--- config.mk ---
export PLATFORM = sky130hd
export DESIGN_NAME = dma_chan_irq
export DESIGN_NICKNAME = d
export VERILOG_FILES = /design/src/rtl/dma_irq_pkg.sv /design/src/rtl/dma_irq_rst_sync.sv /design/src/rtl/dma_irq_stall_timer.sv /design/src/rtl/dma_irq_status.sv /design/src/rtl/dma_irq_pulse.sv /design/src/rtl/dma_chan_irq.sv
export SDC_FILE = /design/constraint.sdc
export NUM_CORES = 1
export LEC_CHECK = 0
export BUFFER_PORTS_ARGS = -buffer_cell sky130_fd_sc_hd__buf_2
export CELL_PAD_IN_SITES_DETAIL_PLACEMENT = 1
export CELL_PAD_IN_SITES_GLOBAL_PLACEMENT = 1
export CORE_MARGIN = 2
export CORE_UTILIZATION = 41
export DETAILED_ROUTE_END_ITERATION = 7
export PLACE_DENSITY_LB_ADDON = 0.1
export SLEW_MARGIN = 15
export SYNTH_ARGS = -nofsm -noshare
export SYNTH_HDL_FRONTEND = slang
export SYNTH_HIERARCHICAL = 1
export SYNTH_SLANG_ARGS = --single-unit
--- constraint.sdc ---
create_clock -name clk -period 1.8 [get_ports clk]
set_clock_uncertainty 0.2 [all_clocks]
set_input_delay 0.09 -clock clk [delete_from_list [all_inputs] [get_ports clk]]
set_output_delay 0.09 -clock clk [all_outputs]
set_load 0.005 [all_outputs]
--- src/rtl/dma_irq_pkg.sv ---
package dma_irq_pkg;
  localparam int NUM_EVT     = 6;
  localparam int NUM_PORTS   = 4;
  localparam int STALL_LIMIT = 255;
  localparam int CNT_W       = $clog2(STALL_LIMIT + 1);

  localparam int EV_SYNC_LOST = 0;
  localparam int EV_HALF      = 1;
  localparam int EV_FRAME     = 2;
  localparam int EV_LAST      = 3;
  localparam int EV_BLOCK     = 4;
  localparam int EV_STALL     = 5;

  localparam logic ADDR_MASK   = 1'b0;
  localparam logic ADDR_STATUS = 1'b1;

  typedef logic [NUM_EVT-1:0] evt_vec_t;
endpackage

--- src/rtl/dma_irq_rst_sync.sv ---
module dma_irq_rst_sync #(
  parameter int STAGES = 2
) (
  input  logic clk,
  input  logic rst_n,
  output logic rst_core_n
);
  logic [STAGES-1:0] sync_q;
  logic [STAGES-1:0] sync_d;

  always_comb begin
    sync_d = {sync_q[STAGES-2:0], 1'b1};
  end

  always_ff @(posedge clk or negedge rst_n) begin
    if (!rst_n) sync_q <= '0;
    else        sync_q <= sync_d;
  end

  assign rst_core_n = sync_q[STAGES-1];
endmodule

--- src/rtl/dma_irq_stall_timer.sv ---
module dma_irq_stall_timer #(
  parameter int LIMIT = 255,
  parameter int CW    = $clog2(LIMIT + 1)
) (
  input  logic clk,
  input  logic rst_n,
  input  logic req_i,
  input  logic gnt_i,
  output logic tmo_o
);
  localparam logic [CW-1:0] LIM = CW'(LIMIT);

  logic [CW-1:0] cnt_q, cnt_d;
  logic          tmo_q, tmo_d;
  logic          waiting;

  always_comb begin
    waiting = req_i && !gnt_i;
    if (!waiting)          cnt_d = '0;
    else if (cnt_q == LIM) cnt_d = cnt_q;
    else                   cnt_d = cnt_q + 1'b1;
    tmo_d = (cnt_q != LIM) && (cnt_d == LIM);
  end

  always_ff @(posedge clk or negedge rst_n) begin
    if (!rst_n) begin
      cnt_q <= '0;
      tmo_q <= 1'b0;
    end else begin
      cnt_q <= cnt_d;
      tmo_q <= tmo_d;
    end
  end

  assign tmo_o = tmo_q;
endmodule

--- src/rtl/dma_irq_status.sv ---
module dma_irq_status #(
  parameter int N = 6
) (
  input  logic         clk,
  input  logic         rst_n,
  input  logic [N-1:0] evt_i,
  input  logic         clr_i,
  output logic [N-1:0] status_o
);
  logic [N-1:0] status_q, status_d;

  always_comb begin
    status_d = status_q;
    if (clr_i) status_d = '0;
    status_d = status_d | evt_i;
  end

  always_ff @(posedge clk or negedge rst_n) begin
    if (!rst_n) status_q <= '0;
    else        status_q <= status_d;
  end

  assign status_o = status_q;
endmodule

--- src/rtl/dma_irq_pulse.sv ---
module dma_irq_pulse #(
  parameter int N = 6
) (
  input  logic         clk,
  input  logic         rst_n,
  input  logic [N-1:0] evt_i,
  input  logic [N-1:0] status_i,
  input  logic         mask_wr_i,
  input  logic [N-1:0] mask_wdata_i,
  output logic [N-1:0] mask_o,
  output logic         irq_o
);
  logic [N-1:0] mask_q, mask_d;
  logic         irq_q, irq_d;
  logic         hit_new, hit_unmask;

  always_comb begin
    mask_d     = mask_wr_i ? mask_wdata_i : mask_q;
    hit_new    = |(evt_i & mask_q);
    hit_unmask = mask_wr_i && |(status_i & mask_wdata_i & ~mask_q);
    irq_d      = hit_new || hit_unmask;
  end

  always_ff @(posedge clk or negedge rst_n) begin
    if (!rst_n) begin
      mask_q <= '0;
      irq_q  <= 1'b0;
    end else begin
      mask_q <= mask_d;
      irq_q  <= irq_d;
    end
  end

  assign mask_o = mask_q;
  assign irq_o  = irq_q;
endmodule

--- src/rtl/dma_chan_irq.sv ---
module dma_chan_irq
  import dma_irq_pkg::*;
(
  input  logic                 clk,
  input  logic                 rst_n,
  input  logic                 ev_sync_lost_i,
  input  logic                 ev_half_i,
  input  logic                 ev_frame_i,
  input  logic                 ev_last_i,
  input  logic                 ev_block_i,
  input  logic [NUM_PORTS-1:0] port_req_i,
  input  logic [NUM_PORTS-1:0] port_gnt_i,
  input  logic                 bus_wr_i,
  input  logic                 bus_rd_i,
  input  logic                 bus_addr_i,
  input  logic [NUM_EVT-1:0]   bus_wdata_i,
  output logic [NUM_EVT-1:0]   bus_rdata_o,
  output logic                 irq_o
);
  logic                 rst_core_n;
  logic [NUM_PORTS-1:0] tmo_vec;
  evt_vec_t             evt_vec;
  evt_vec_t             status_q;
  evt_vec_t             mask_q;
  logic                 rd_clr;
  logic                 mask_wr;

  dma_irq_rst_sync #(.STAGES(2)) u_rst (
    .clk        (clk),
    .rst_n      (rst_n),
    .rst_core_n (rst_core_n)
  );

  for (genvar p = 0; p < NUM_PORTS; p++) begin : g_port
    dma_irq_stall_timer #(.LIMIT(STALL_LIMIT), .CW(CNT_W)) u_timer (
      .clk   (clk),
      .rst_n (rst_core_n),
      .req_i (port_req_i[p]),
      .gnt_i (port_gnt_i[p]),
      .tmo_o (tmo_vec[p])
    );
  end

  always_comb begin
    evt_vec               = '0;
    evt_vec[EV_SYNC_LOST] = ev_sync_lost_i;
    evt_vec[EV_HALF]      = ev_half_i;
    evt_vec[EV_FRAME]     = ev_frame_i;
    evt_vec[EV_LAST]      = ev_last_i;
    evt_vec[EV_BLOCK]     = ev_block_i;
    evt_vec[EV_STALL]     = |tmo_vec;
    rd_clr                = bus_rd_i && (bus_addr_i == ADDR_STATUS);
    mask_wr               = bus_wr_i && (bus_addr_i == ADDR_MASK);
    bus_rdata_o           = (bus_addr_i == ADDR_STATUS) ? status_q : mask_q;
  end

  dma_irq_status #(.N(NUM_EVT)) u_status (
    .clk      (clk),
    .rst_n    (rst_core_n),
    .evt_i    (evt_vec),
    .clr_i    (rd_clr),
    .status_o (status_q)
  );

  dma_irq_pulse #(.N(NUM_EVT)) u_pulse (
    .clk          (clk),
    .rst_n        (rst_core_n),
    .evt_i        (evt_vec),
    .status_i     (status_q),
    .mask_wr_i    (mask_wr),
    .mask_wdata_i (bus_wdata_i),
    .mask_o       (mask_q),
    .irq_o        (irq_o)
  );
endmodule

==> run metrics <==
worst hold path depth 4; I/O pin count 31; placer congestion estimate 0.805; most numerous cell in the Yosys netlist dfrtp_1; Final min period approximately 1800 ps; die area slightly below 7000 sq um; reg-to-reg startpoint g_port[2].u_timer/cnt_q[1]$_DFF_PN0_; final worst slack -2.76 ps; Crit. End Element flop; Layout Nets approximately 340; fill count around 650; synth warn 6; initial antenna violation count 0; outcome finished, violations left; Yosys cell types 44; share of cells above drive strength 1 0.362; overall routing resource usage 0.176; Max Buffers Root-to-Sink 2; Post-synth EDFFs 0; post-synth top area share 0.498; H-tree depth 2; Relative slew margins 0.648; Setup Viol. Count Final 1; drc violations 0; FP Rows 28; max-cap violations 0; Num Clock Sinks between 50 and 60; R2R cell count 6; Final Max Tran Viols 0; Worst VDD drop ~0.41 mV; global-route wire length before repair 10.1 mm; Synth Register Bits a little over 50; pwr/cell area around 670 nW/um^2; pin count of the biggest net entering global routing 23; Starting Density 0.428; failing checks negative setup slack; syn nets approximately 270; post-synthesis area per instance 10.8 sq um; fin crit share 1.00; sequential fraction of the synthesis area 0.498; top achievable clock speed about 550 MHz; Post-synth top flop dfrtp_1; Async SR Flop Fraction 1.00; Reg clk slew, reported paths around 100 ps; CP Data Required Time 1840 ps; Yosys top cell by area dfrtp_1; via count between 2000 and 2500; hpwl dp 4.24 mm; Least-Margin Pin Slew ~530 ps; WL/cell about 16 um; Worst-Skew Late Latency ~300 ps; Synth Instances about 240; First DRT Iteration DRCs 38; CP startpoint kind flop; Hold EP u_status/status_o[0]$_DFF_PN0_; IO Port Bufs 30; HP Class in -> reg; core region area ~6000 sq um; RSZ-0062 raised after global routing yes; die width between 80 and 90 um; cell with the largest stage delay on the worst path dfrtp_1; vias in the first global route around 2200; CTS Buf Count 5; CTS Root Cell clkbuf_8; crit-path max FO 3; CTS tree built; HP Start bus_rd_i; Vias/cell 5.32; die extent in y just over 80 um; CP max stage delay roughly 360 ps; Area Growth Syn to Fin 32.4%; Final Hold Vio Count 0; iteration count of the initial detailed-routing pass 4; Antenna diodes 0; synthesized cell area ~2600 sq um; Detail Route Antenna Nets 0; R2R Setup Slk -3 ps; worst setup path class reg -> reg; Synth area leaders dfrtp_1 50%, mux2_2 5.3%, a31oi_1 3.2%; Synth top cells by count 51 x dfrtp_1, 15 x nand2_1, 14 x o21ai_0; GR Overflow Total 0; RR Endpoint g_port[2].u_timer/tmo_o$_DFF_PN0_; Pleak between 1 and 1.5 nW; routed wire length between 6 and 7 mm; CP arrival approximately 1900 ps; Total Neg Setup Slack -2.76 ps; crit-path cells ha_2, nand4_1, or2_4, a211oi_2, and3_1, and4_1; final hold slack about 45 ps
cell type report:
cell class / instances / area, sq um / area share
timing repair buffer: 76 / 558 / 0.164
clock inverter: 2 / 37.5 / 0.0111
inverter: 6 / 22.5 / 0.00664
clock buffer: 6 / 72.6 / 0.0214
tap: 75 / 93.8 / 0.0277
multi-input combinational: 174 / 1330 / 0.392
sequential: 51 / 1280 / 0.377
layer usage:
| layer | vias up | GRT usage | share of wire |
|---|---|---|---|
| li1 | 1034 | - | - |
| met1 | 996 | 0.233 | 0.48 |
| met2 | 39 | 0.296 | 0.48 |
| met3 | 7 | 0.0258 | 0.033 |
| met4 | 0 | 0.0581 | 0.010 |
| met5 | - | 0 | 0 |
per-stage QoR:
step	total power, W	std cells	utilization	instance area (sq um)	worst slack, ps
after global placement	0.00147	354	0.489	2930	-28.8
after detailed placement	0.00148	354	0.489	2930	-94.3
after CTS	0.00231	382	0.544	3260	3.04
after floorplan	0.00137	238	-	2570	10.0
final	0.00228	390	0.566	3390	-2.76
after global routing	0.00239	390	0.566	3390	-114
sequential cells by signal, indices dropped and copies added (netlist names):
| name | count |
|---|---|
| u_pulse/irq_o | 1 |
| u_pulse/mask_o | 6 |
| u_status/status_o | 6 |
| g_port.u_timer/tmo_o | 4 |
| g_port.u_timer/cnt_q | 32 |
| u_rst/sync_q | 2 |
how the worst max path moves through the flow:
| stage | start | cells after the start | to |
|---|---|---|---|
| 6_report | g_port[2].u_timer/cnt_q[1]$_DFF_PN0_ | 6 | g_port[2].u_timer/tmo_o$_DFF_PN0_ |
| 3_5_place_dp | g_port[2].u_timer/cnt_q[0]$_DFF_PN0_ | 6 | g_port[2].u_timer/tmo_o$_DFF_PN0_ |
| 5_1_grt | g_port[2].u_timer/cnt_q[1]$_DFF_PN0_ | 6 | g_port[2].u_timer/tmo_o$_DFF_PN0_ |
| 4_1_cts | g_port[1].u_timer/cnt_q[1]$_DFF_PN0_ | 6 | g_port[1].u_timer/tmo_o$_DFF_PN0_ |
| 2_1_floorplan | g_port[1].u_timer/cnt_q[0]$_DFF_PN0_ | 7 | g_port[1].u_timer/tmo_o$_DFF_PN0_ |
| 3_3_place_gp | g_port[1].u_timer/cnt_q[0]$_DFF_PN0_ | 6 | g_port[1].u_timer/tmo_o$_DFF_PN0_ |
critical path, delay by kind of cell (launching register included):
kind | cells | cell delay, ps
adder cells (fa/ha/maj) | 1 | 200
AND/OR/NAND/NOR | 4 | 720
AO/OA/AOI/OAI | 1 | 270
flip-flops | 1 | 360
cells by family (layout without fill, tap and decap cells):
group	count (synthesis)	count (layout)	synth area share
simple gates	91	91	0.225
fa+ha+maj	4	4	0.0195
mux	16	16	0.0683
flops	51	51	0.498
other cells	1	1	0.00146
xor+xnor	8	8	0.0273
compound gates	54	54	0.137
buf+inv	13	90	0.0229
timing repair:
action / 4_1_cts / 5_1_grt
setup buffers: 0 / 8
setup endpoints to repair: 3 / 6
gates resized for setup: 3 / 17
pin swaps: 3 / 12
hold buffers: 20 / 0
gates cloned: 0 / 0
hold endpoints to repair: 37 / 0
power by group:
group / total [W] / switching, W / internal, W
Sequential: 0.00123 / 0.0000449 / 0.00119
Combinational: 0.000263 / 0.000110 / 0.000153
Clock: 0.000790 / 0.000375 / 0.000415
cell usage in the layout (no fill, tap or decap), types with 4 or more instances in the layout:
| cell | n |
|---|---|
| and3_2 | 4 |
| inv_1 | 5 |
| and4_1 | 7 |
| mux2i_1 | 4 |
| buf_2 | 30 |
| nand4_1 | 5 |
| dfrtp_1 | 49 |
| xnor2_1 | 7 |
| o21ai_0 | 14 |
| nand3_1 | 11 |
| nor2_1 | 13 |
| nand2_1 | 15 |
| a21o_1 | 6 |
| buf_4 | 25 |
| a31oi_1 | 11 |
| mux2_2 | 12 |
| nor3_2 | 5 |
| dlygate4sd3_1 | 20 |
| a21oi_1 | 6 |
| clkbuf_8 | 5 |
Power figures use the tool's default switching activity.
